`src/rtl/scr_pkg.sv`:
```
package scr_pkg;
  localparam int unsigned SCR_W       = 11;
  localparam int unsigned SCR_TAP     = 9;
  localparam int unsigned SCR_ADDR_W  = 5;
  localparam int unsigned SCR_USEED_W = 6;
  localparam logic [SCR_W-1:0] SCR_RST_SEED = 11'h7FF;
  localparam logic [SCR_W-1:0] SCR_ZERO_SUB = 11'h5A5;
endpackage

```
`src/rtl/scr_seed_mux.sv`:
```
module scr_seed_mux #(
  parameter int unsigned W       = 11,
  parameter int unsigned ADDR_W  = 5,
  parameter int unsigned USEED_W = 6,
  parameter logic [W-1:0] ZERO_SUB = 11'h5A5
) (
  input  logic [ADDR_W-1:0]  phy_addr_i,
  input  logic [USEED_W-1:0] user_seed_i,
  output logic [W-1:0]       seed_o
);
  logic [W-1:0] raw_seed;
  assign raw_seed = {phy_addr_i, user_seed_i};
  // all-zero state is a lock-up point of the recurrence
  assign seed_o = (raw_seed == '0) ? ZERO_SUB : raw_seed;
endmodule

```
`src/rtl/scr_lfsr_core.sv`:
```
module scr_lfsr_core #(
  parameter int unsigned W   = 11,
  parameter int unsigned TAP = 9,
  parameter logic [W-1:0] RST_SEED = 11'h7FF
) (
  input  logic         clk_i,
  input  logic         rst_ni,
  input  logic         step_i,
  input  logic         load_i,
  input  logic [W-1:0] seed_i,
  output logic         key_o,
  output logic [W-1:0] state_o
);
  logic [W-1:0] state_q;

  // bit k holds X[n-1-k]
  assign key_o   = state_q[W-1] ^ state_q[TAP-1];
  assign state_o = state_q;

  always_ff @(posedge clk_i or negedge rst_ni) begin
    if (!rst_ni)     state_q <= RST_SEED;
    else if (load_i) state_q <= seed_i;
    else if (step_i) state_q <= {state_q[W-2:0], key_o};
  end
endmodule

```
`src/rtl/scr_out_stage.sv`:
```
module scr_out_stage (
  input  logic clk_i,
  input  logic rst_ni,
  input  logic valid_i,
  input  logic data_i,
  input  logic key_i,
  output logic data_o,
  output logic valid_o
);
  always_ff @(posedge clk_i or negedge rst_ni) begin
    if (!rst_ni) begin
      data_o  <= 1'b0;
      valid_o <= 1'b0;
    end else begin
      data_o  <= valid_i & (data_i ^ key_i);
      valid_o <= valid_i;
    end
  end
endmodule

```
`src/rtl/stream_scrambler.sv`:
```
module stream_scrambler
  import scr_pkg::*;
#(
  parameter int unsigned LFSR_W  = SCR_W,
  parameter int unsigned TAP     = SCR_TAP,
  parameter int unsigned ADDR_W  = SCR_ADDR_W,
  parameter int unsigned USEED_W = SCR_USEED_W,
  parameter logic [LFSR_W-1:0] RST_SEED = SCR_RST_SEED,
  parameter logic [LFSR_W-1:0] ZERO_SUB = SCR_ZERO_SUB
) (
  input  logic               clk_i,
  input  logic               rst_ni,
  input  logic               valid_i,
  input  logic               data_i,
  input  logic               seed_load_i,
  input  logic [ADDR_W-1:0]  phy_addr_i,
  input  logic [USEED_W-1:0] user_seed_i,
  output logic               data_o,
  output logic               valid_o
);
  logic [LFSR_W-1:0] seed;
  logic [LFSR_W-1:0] lfsr_state;
  logic              key;

  scr_seed_mux #(
    .W(LFSR_W), .ADDR_W(ADDR_W), .USEED_W(USEED_W), .ZERO_SUB(ZERO_SUB)
  ) u_seed (
    .phy_addr_i (phy_addr_i),
    .user_seed_i(user_seed_i),
    .seed_o     (seed)
  );

  scr_lfsr_core #(
    .W(LFSR_W), .TAP(TAP), .RST_SEED(RST_SEED)
  ) u_lfsr (
    .clk_i  (clk_i),
    .rst_ni (rst_ni),
    .step_i (valid_i),
    .load_i (seed_load_i),
    .seed_i (seed),
    .key_o  (key),
    .state_o(lfsr_state)
  );

  scr_out_stage u_out (
    .clk_i  (clk_i),
    .rst_ni (rst_ni),
    .valid_i(valid_i),
    .data_i (data_i),
    .key_i  (key),
    .data_o (data_o),
    .valid_o(valid_o)
  );
endmodule

```
`config.mk`:
```
export PLATFORM = sky130hd
export DESIGN_NAME = stream_scrambler
export DESIGN_NICKNAME = d
export VERILOG_FILES = /design/src/rtl/scr_pkg.sv /design/src/rtl/scr_seed_mux.sv /design/src/rtl/scr_lfsr_core.sv /design/src/rtl/scr_out_stage.sv /design/src/rtl/stream_scrambler.sv
export SDC_FILE = /design/constraint.sdc
export NUM_CORES = 1
export LEC_CHECK = 0
export ABC_AREA = 1
export BUFFER_PORTS_ARGS = -buffer_cell sky130_fd_sc_hd__buf_2
export CORE_MARGIN = 1.5
export CORE_UTILIZATION = 45
export CTS_BUF_LIST = sky130_fd_sc_hd__clkbuf_16
export DETAILED_ROUTE_END_ITERATION = 12
export PLACE_DENSITY = 0.72
export SYNTH_ARGS = -nofsm -noshare
export SYNTH_HDL_FRONTEND = slang
export SYNTH_SLANG_ARGS = --single-unit
```
`constraint.sdc`:
```
create_clock -name clk_i -period 1 [get_ports clk_i]
set_input_delay 0.1 -clock clk_i [delete_from_list [all_inputs] [get_ports clk_i]]
set_output_delay 0.1 -clock clk_i [all_outputs]
set_load 0.005 [all_outputs]
```
==> results of run 1 <==
==> worst min-delay path by stage <==
stage / to / cells after the start / slack, ns
after floorplan: u_out.data_o$_DFF_PN0_ / 0 / -0.20
after global placement: u_out.data_o$_DFF_PN0_ / 1 / -0.002
after detailed placement: u_out.data_o$_DFF_PN0_ / 1 / 0.001
after CTS: u_out.valid_o$_DFF_PN0_ / 1 / 0.04
after global routing: u_out.valid_o$_DFF_PN0_ / 1 / 0.04
final: u_out.valid_o$_DFF_PN0_ / 1 / 0.04
==> layer usage <==
layer	up-vias	GRT usage [%]	wire length, um
met3	9	5.17	83
li1	331	-	-
met4	0	13.1	50
met5	-	0	0
met2	28	30.0	801
met1	297	24.0	714
==> metrics by stage <==
stage          setup TNS (ns)  cell area (um^2)  utilization [%]
3_5_place_dp          -0.0425               815             54.7
2_1_floorplan               0               707                -
4_1_cts               -0.0229               911             61.2
6_report              -0.0257               911             61.2
3_3_place_gp                0               815             54.7
5_1_grt                -0.111               911             61.2
==> power by group through the flow <==
| stage | clock [mW] | combinational [mW] | sequential (mW) |
|---|---|---|---|
| after global placement | 0 | 0.231 | 0.655 |
| after floorplan | 0 | 0.146 | 0.654 |
| after detailed placement | 0 | 0.241 | 0.658 |
| after global routing | 0.771 | 0.282 | 0.662 |
| final | 0.737 | 0.251 | 0.656 |
| after CTS | 0.751 | 0.251 | 0.656 |
==> synthesized netlist by cell type (2+ instances only) <==
cell type and instances:
a21oi_1 5, buf_6 2, dfrtp_1 2, dfstp_2 11
inv_1 7, nand2_1 30, nor2_1 20, nor2_2 2
o21ai_0 7
==> cell type report <==
type / count / area, um^2 / share of cell area (%)
flip-flops and latches: 13 / 339 / 37.2
multi-input cells: 70 / 322 / 35.3
repair buffers: 22 / 125 / 13.7
clock buffers: 3 / 75.1 / 8.24
inverters: 7 / 26.3 / 2.88
well taps: 16 / 20.0 / 2.20
clock inverters: 1 / 3.75 / 0.412
==> registers in the layout, summed over array words and instances (netlist names) <==
name            cells
u_lfsr.state_o     11
u_out.data_o        1
u_out.valid_o       1
==> worst register-to-register path, cell delays in order (launching register included) <==
cell and delay [ns]:
dfstp_2 0.55, xnor2_2 0.13, xor2_1 0.18, nor2_1 0.06
==> logic make-up (layout without fill, tap and decap cells) <==
family,count (synthesis),count (layout),share of synthesized area [%]
buf+inv,10,33,7.61
simple gates,54,54,30.8
compound gates,14,14,11.1
flops,13,13,48.0
xor+xnor,2,2,2.48
==> layout by cell type, fill, tap and decap left out <==
| cell | count |
|---|---|
| dfstp_2 | 11 |
| buf_2 | 17 |
| dfrtp_1 | 2 |
| a21oi_1 | 5 |
| nor2_1 | 20 |
| and2_0 | 1 |
| o21ai_0 | 7 |
| dlygate4sd3_1 | 1 |
| nor2_4 | 1 |
| xnor2_2 | 1 |
| nand2_1 | 30 |
| inv_1 | 8 |
| o22ai_1 | 1 |
| nor2_2 | 2 |
| clkbuf_16 | 3 |
| a22oi_2 | 1 |
| buf_4 | 4 |
| xor2_1 | 1 |
==> what timing repair did <==
action,CTS,global route
hold buffers,1,0
gates resized for setup,1,0
pin swaps,2,2
endpoints found under the setup margin,2,3
hold endpoints to repair,2,0
cloned,0,0
==> out/metrics.csv, run 1 <==
metric;value;unit
Slew @ Worst Pin;0.334;ns
clk sinks;13;
Hold WS;0.0439;ns
pre-CTS WS;-0.0418;ns
DIE HEIGHT;42.6;um
Gate power share;15.3;%
post-route ant nets;0;
R2R cell count;3;
number of global-route vias before repair;601;
P_int;1.26;mW
Filler Cell Count;131;
NetSw;382;uW
HP Start;valid_i;
initial antenna violation count;0;
width of the die;42.6;um
register area share after synthesis;48.0;%
total global routing overflow;0;
RSZ-0062 raised after global routing;yes;
flop-to-flop setup slack;-0.03;ns
Min Clock Period, post-route;1.03;ns
Sw Share;23.2;%
Initial DRT Pass Iterations;4;
core area;1490;um^2
fraction of layout cells with a size suffix above 1;34.5;%
Top delay family on crit path;flip-flops;
Power per Cell Area;1810;nW/um^2
nets;133;
drt wl/cell;12.5;um
Leak;0.461;nW
clock group share of total power;44.8;%
CP Launch Type;flop;
slowest stage cell on the critical path;dfstp_2;
synthesized area per cell;7.60;um^2
buffers and inverters on the worst path;0;
Placer Congestion;0.868;
Worst R2R End;u_out.data_o$_DFF_PN0_;
DRC;0;
Post-Layout Cell Count;132;
largest area contributor in the netlist;dfstp_2;
share of the synthesized area in the top cell type;40.9;%
CP cell instances;xnor2_2, xor2_1, nor2_1;
initial core utilization;47.5;%
Post-synth EDFFs;0;
vias per inst;5.04;
CP Max Fanout;2;
CTS Buf Count;3;
Detail Placement HPWL;1170;um
vias after detailed routing;665;
Syn-to-layout area delta;28.8;%
Crit Path Category;flop to flop;
Main synth FF type;dfstp_2;
worst skew pair latency;0.24;ns
Root Buffer;clkbuf_16;
synth warn;0;
Post-Place Cells;127;
clk_skew;0.00114;ns
PnR worst setup slack;-0.0257;ns
final worst path period share;103;%
maximum level of the CTS H-tree;1;
FF-to-FF Start;u_lfsr.state_o[8]$_DFFE_PN1P_;
final setup fails;1;
GRT Resource Usage Total;19.7;%
Pins Over Slew Limit;0;
Yosys cell types;16;
Post-Route WL;1650;um
Setup crit end kind;flop;
first-pass GRT wire length;2530;um
crit path to;u_out.data_o$_DFF_PN0_;
CTS tree;yes;
Post-Synthesis Cells;93;
failing checks;negative setup slack;
Syn Nets;109;
Die ar.;1820;um^2
CP Depth;3;
VDD IR-drop max;1150;uV
CP startpoint;u_lfsr.state_o[8]$_DFFE_PN1P_;
Netlist Area Pre-Place;707;um^2
CP arrival;1.15;ns
number of port buffers;17;
Post-CTS Setup Bufs;0;
headroom to the max-slew limit;77.7;%
largest net degree at the start of global routing;14;
CP required;1.12;ns
# IOs;18;
FMAX;0.975;GHz
top cells by area, synth;dfstp_2 (41%), nand2_1 (16%), nor2_1 (11%), dfrtp_1 (7.1%), o21ai_0 (5.0%);
overall power;1.64;mW
post-synthesis async set-or-reset flop share;100;%
CTS Buffer Depth;2;
Ant. Diodes;0;
final hold viol count;0;
DR iter-0 viols;18;
worst hold path type;input pin to flop;
sequential power share;39.9;%
status;finished, violations left;
biggest cell delay along the critical path;0.55;ns
FF+latch count, synth;13;
FP Rows;14;
clock-pin transition on the worst setup and hold timing paths;0.04;ns
MaxCap Viol Count;0;
Note: power is estimated with default switching activity, not from simulation.
==> run 2, diff against run 1 <==
CORE_UTILIZATION = 48   (was 45)
CTS_BUF_LIST = sky130_fd_sc_hd__clkbuf_4   (was sky130_fd_sc_hd__clkbuf_16)
PLACE_DENSITY = 0.76   (was 0.72)
REMOVE_ABC_BUFFERS = 1   (was default)
==> run 2 against run 1 <==
Via count shrank 2.4%. Utilization grew 4.1 points. Cell area decreased by 4.4%. Critical endpoint unchanged. Clock-buffer cell count up 1. Non-clock buffer count up 1. The flow now finishes without violations. Register-to-register slack improved by 0.03 ns. Global-route usage increased by 1.3 points.
==> out/metrics.csv, run 2 (synthesized netlist as in run 1, its figures left out) <==
metric;value;unit;change
vias after detailed routing;649;;-2.4%
largest net degree at the start of global routing;14;;unchanged
FP Rows;13;;-1
CTS Buffer Depth;2;;unchanged
VDD IR-drop max;975;uV;-15%
Core Util, Final;65.3;%;+4.1 points
DRC;0;;unchanged
initial antenna violation count;0;;unchanged
fraction of layout cells with a size suffix above 1;35.0;%;+0.56 points
most frequent cells in the layout;nand2_1 (30), nor2_1 (20), buf_2 (17);;
Ant. Diodes;0;;unchanged
vias per inst;4.92;;-2.4%
pre-CTS WS;-0.00251;ns;+0.0393 ns
FMAX;1.00;GHz;+2.6%
overall power;1.25;mW;-24%
nets;134;;+0.75%
CTS tree;yes;;
Leak;0.442;nW;-4.3%
clk_skew;0.00282;ns;+0.00168 ns
drt wl/cell;10.8;um;-14%
first-pass GRT wire length;2220;um;-12%
Root Buffer;clkbuf_4;;
RSZ-0062 raised after global routing;yes;;
final hold viol count;0;;unchanged
biggest cell delay along the critical path;0.56;ns;about the same
number of global-route vias before repair;549;;-8.7%
worst skew pair latency;0.27;ns;+0.03 ns
post-route ant nets;0;;unchanged
Pins Over Slew Limit;0;;unchanged
core area;1330;um^2;-10%
Placer Congestion;0.887;;+2.2%
MaxCap Viol Count;0;;unchanged
Syn-to-layout area delta;23.2;%;
buffers and inverters on the worst path;0;;unchanged
Setup crit end kind;flop;;
Post-Route WL;1420;um;-14%
worst hold path type;input pin to flop;;
Initial DRT Pass Iterations;4;;unchanged
commonest non-fill, non-tap cell in the layout;nand2_1;;
Slew @ Worst Pin;0.335;ns;+0.000486 ns
CP Max Fanout;2;;unchanged
CTS Buf Count;3;;unchanged
final setup fails;0;;-1
final worst path period share;100;%;-2.6 points
DIE HEIGHT;41.4;um;-3.0%
Min Clock Period, post-route;1.00;ns;-0.0259 ns
GRT Resource Usage Total;21.0;%;+1.3 points
width of the die;41.4;um;-3.0%
clk sinks;13;;unchanged
Hold WS;0.0357;ns;-0.00816 ns
DR iter-0 viols;18;;unchanged
CP arrival;1.16;ns;about the same
maximum level of the CTS H-tree;1;;unchanged
Top delay family on crit path;flip-flops;;
clock-pin transition on the worst setup and hold timing paths;0.08;ns;+0.04 ns
# IOs;18;;unchanged
status;completed;;
Die ar.;1710;um^2;-5.8%
CP Launch Type;flop;;
CP required;1.16;ns;+0.04 ns
initial core utilization;53.0;%;+5.5 points
total global routing overflow;0;;unchanged
Largest register FFs;11;;unchanged
PnR worst setup slack;0.000230;ns;+0.0259 ns
headroom to the max-slew limit;77.7;%;about the same
Power per Cell Area;1430;nW/um^2;-21%
slowest stage cell on the critical path;dfstp_2;;
Detail Placement HPWL;1060;um;-9.7%
Crit Path Category;flop to flop;;
CP cell instances;xnor2_2, xor2_1, nor2_1;;
number of port buffers;17;;unchanged
[run 2: report_power, final]
group          internal (mW)  total (mW)  switching, mW
Sequential             0.623       0.652         0.0288
Clock                  0.182       0.350          0.168
Combinational          0.114       0.247          0.133
Total                  0.919        1.25          0.329
[run 2: worst paths after layout]
check / start / endpoint / slack (ns) / cells after the start
max reg2reg: u_lfsr.state_o[8]$_DFFE_PN1P_ / u_out.data_o$_DFF_PN0_ / 0.0002 / 3
min reg2reg: u_lfsr.state_o[2]$_DFFE_PN1P_ / u_lfsr.state_o[2]$_DFFE_PN1P_ / 0.47 / 2
max in group asynchronous: rst_ni / u_lfsr.state_o[9]$_DFFE_PN1P_ / 0.49 / 2
max: u_lfsr.state_o[8]$_DFFE_PN1P_ / u_out.data_o$_DFF_PN0_ / 0.0002 / 3
min: phy_addr_i[0] / u_lfsr.state_o[6]$_DFFE_PN1P_ / 0.04 / 3
min in group asynchronous: rst_ni / u_out.valid_o$_DFF_PN0_ / 0.23 / 2
[run 2: worst register-to-register path, cell delays in order, from the launching register on]
cell and delay (ns):
dfstp_2 0.56, xnor2_2 0.12, xor2_1 0.16, nor2_1 0.05
[run 2: per-stage QoR]
step | instance area (um^2) | std cells | setup TNS [ns]
global route | 871 | 132 | -0.0305
finish | 871 | 132 | 0
detailed placement | 813 | 126 | -0.00251
floorplan | 679 | 90 | 0
CTS | 861 | 131 | 0
global placement | 813 | 126 | 0
[run 2: area by class of cell]
cell class                 count  area (um^2)
clock buffer                   4         30.0
fill                         103          463
inverter                       7         26.3
multi-input combinational     70          322
sequential                    13          339
tap                           15         18.8
timing repair buffer          23          135
[run 2: layer usage]
metal / share of wire, % / vias to the layer above / wire, um / GRT usage, %
met1: 45 / 288 / 646 / 25.1
met4: 2.0 / 0 / 29 / 12.1
met2: 47 / 21 / 665 / 35.5
li1: - / 335 / - / -
met3: 5.8 / 5 / 82 / 3.19
met5: 0 / - / 0 / 0
[run 2: repair_timing]
item | CTS | global route
hold buffers | 1 | 1
setup buffers | 0 | 0
setup endpoints to repair | 2 | 2
cloned | 0 | 0
hold endpoints to repair | 13 | 1
resized for setup | 1 | 1
pin swaps | 2 | 1
==> run 3, diff against run 2 <==
GPL_TIMING_DRIVEN = 0   (was default)
==> run 3 against run 2 <==
The run now ends with negative setup slack left. Non-clock buffer count shrank 3. Final cell count shrank 2.3%. Setup slack got worse by 0.021 ns. Combinational power fell by 5%. Critical path depth unchanged. Fmax decreased by 2.0%. Largest cell class unchanged. Highest routed layer unchanged.
==> out/metrics.csv, run 3 (synthesized netlist as in run 1, its figures left out) <==
metric;value;unit;change
vias after detailed routing;621;;-4.3%
total global routing overflow;0;;unchanged
worst hold path type;input pin to flop;;
headroom to the max-slew limit;78.6;%;+0.91 points
DRC;0;;unchanged
core area;1330;um^2;unchanged
FF-to-FF Start;u_lfsr.state_o[10]$_DFFE_PN1P_;;
PnR worst setup slack;-0.0206;ns;-0.0209 ns
clk sinks;13;;unchanged
DIE HEIGHT;41.4;um;unchanged
number of global-route vias before repair;544;;-0.91%
Die ar.;1710;um^2;unchanged
largest net degree at the start of global routing;14;;unchanged
crit path to;u_out.data_o$_DFF_PN0_;;
CP startpoint;u_lfsr.state_o[10]$_DFFE_PN1P_;;
final hold viol count;0;;unchanged
GRT Resource Usage Total;20.2;%;-0.76 points
Post-Route WL;1400;um;-1.7%
DR iter-0 viols;8;;-10
Root Buffer;clkbuf_4;;
top sig layer;met4;;
Worst R2R End;u_out.data_o$_DFF_PN0_;;
VDD IR-drop max;779;uV;-20%
drt wl/cell;10.9;um;+0.60%
Power per Cell Area;1460;nW/um^2;+1.9%
DR WL met3;61;um;-26%
Min Clock Period, post-route;1.02;ns;+0.0209 ns
commonest non-fill, non-tap cell in the layout;nand2_1;;
RSZ-0062 raised after global routing;yes;;
width of the die;41.4;um;unchanged
Setup crit end kind;flop;;
vias per inst;4.81;;-2.1%
flop-to-flop setup slack;-0.02;ns;-0.02 ns
nets;131;;-2.2%
Detail Placement HPWL;976;um;-7.9%
CP required;1.16;ns;about the same
Initial DRT Pass Iterations;6;;+2
FMAX;0.980;GHz;-2.0%
Final TNS setup;-0.0206;ns;-0.0206 ns
FP Rows;13;;unchanged
MaxCap Viol Count;0;;unchanged
clk_skew;0.000999;ns;-0.00182 ns
Syn-to-layout area delta;20.0;%;
Leak;0.427;nW;-3.4%
Post-Place Cells;122;;-3.2%
initial antenna violation count;0;;unchanged
Crit Path Category;flop to flop;;
number of port buffers;17;;unchanged
WL met2;683;um;+2.7%
Placer Congestion;0.784;;-12%
fraction of layout cells with a size suffix above 1;33.3;%;-1.7 points
first-pass GRT wire length;2210;um;-0.59%
Largest register FFs;11;;unchanged
final setup fails;1;;+1
maximum level of the CTS H-tree;1;;unchanged
M1 WL;644;um;-0.31%
CTS Buffer Depth;2;;unchanged
Ant. Diodes;0;;unchanged
status;finished, violations left;;
multi-input logic area;322;um^2;unchanged
failing checks;negative setup slack;;
final std cell area, no fill;848;um^2;-2.6%
pre-CTS WS;-0.0378;ns;-0.0353 ns
initial core utilization;53.0;%;unchanged
# IOs;18;;unchanged
CTS tree;yes;;
worst skew pair latency;0.27;ns;about the same
Sequential Area;339;um^2;unchanged
most frequent cells in the layout;nand2_1 (30), nor2_1 (20), buf_2 (17);;
Filler Cell Count;111;;+7.8%
Slew @ Worst Pin;0.321;ns;-0.0140 ns
CP arrival;1.18;ns;+0.02 ns
CP Launch Type;flop;;
clock-pin transition on the worst setup and hold timing paths;0.08;ns;about the same
post-route ant nets;0;;unchanged
final worst path period share;102;%;+2.1 points
CTS Buf Count;3;;unchanged
R2R cell count;3;;unchanged
placed instance area;783;um^2;-3.7%
Pins Over Slew Limit;0;;unchanged
CP Max Fanout;2;;unchanged
Post-Layout Cell Count;129;;-2.3%
run 3: cell types whose count changed in the layout (fill, tap and decap cells not counted), sizes merged:
cell,delta
buf,-3
run 3: stage by stage:
stage	total power, mW	utilization, %	hold WS (ns)
3_5_place_dp	0.874	58.7	-0.00208
4_1_cts	1.25	63.6	0.0389
6_report	1.24	63.6	0.0420
5_1_grt	1.32	63.6	0.0457
2_1_floorplan	0.785	-	-0.196
3_3_place_gp	0.867	58.7	-0.00273
run 3: worst min path at each step:
stage                                          to  depth (start not counted)            from
global placement           u_out.data_o$_DFF_PN0_                          1          rst_ni
CTS                 u_lfsr.state_o[6]$_DFFE_PN1P_                          3   phy_addr_i[0]
detailed placement         u_out.data_o$_DFF_PN0_                          1          rst_ni
floorplan                  u_out.data_o$_DFF_PN0_                          0          rst_ni
finish              u_lfsr.state_o[6]$_DFFE_PN1P_                          3   phy_addr_i[0]
global route        u_lfsr.state_o[3]$_DFFE_PN1P_                          3  user_seed_i[3]
run 3: layer usage:
metal / GRT usage (%) / up-vias
li1: - / 331
met5: 0 / -
met2: 34.0 / 14
met4: 10.5 / 0
met1: 24.8 / 274
met3: 3.19 / 2
run 3: power breakdown:
group	switching [mW]	internal [mW]
Clock	0.168	0.181
Sequential	0.0305	0.624
Combinational	0.129	0.106
run 3: timing repair:
| action | 4_1_cts | 5_1_grt |
|---|---|---|
| buffers inserted | 1 | 0 |
| pin swaps | 2 | 0 |
| setup endpoints to repair | 2 | 2 |
| hold endpoints to repair | 14 | 0 |
| hold buffers | 2 | 0 |
| gates resized for setup | 1 | 0 |
run 3: critical path, cell delays in order, from the launching register on:
cell	delay (ns)
dfstp_2	0.56
xnor2_2	0.13
xor2_1	0.16
nor2_1	0.06
run 3: cell type report:
class / instances / area share, %
clock buffer: 4 / 3.54
inverter: 7 / 3.10
multi-input combinational: 70 / 37.9
sequential: 13 / 40.0
tap: 15 / 2.21
timing repair buffer: 20 / 13.3
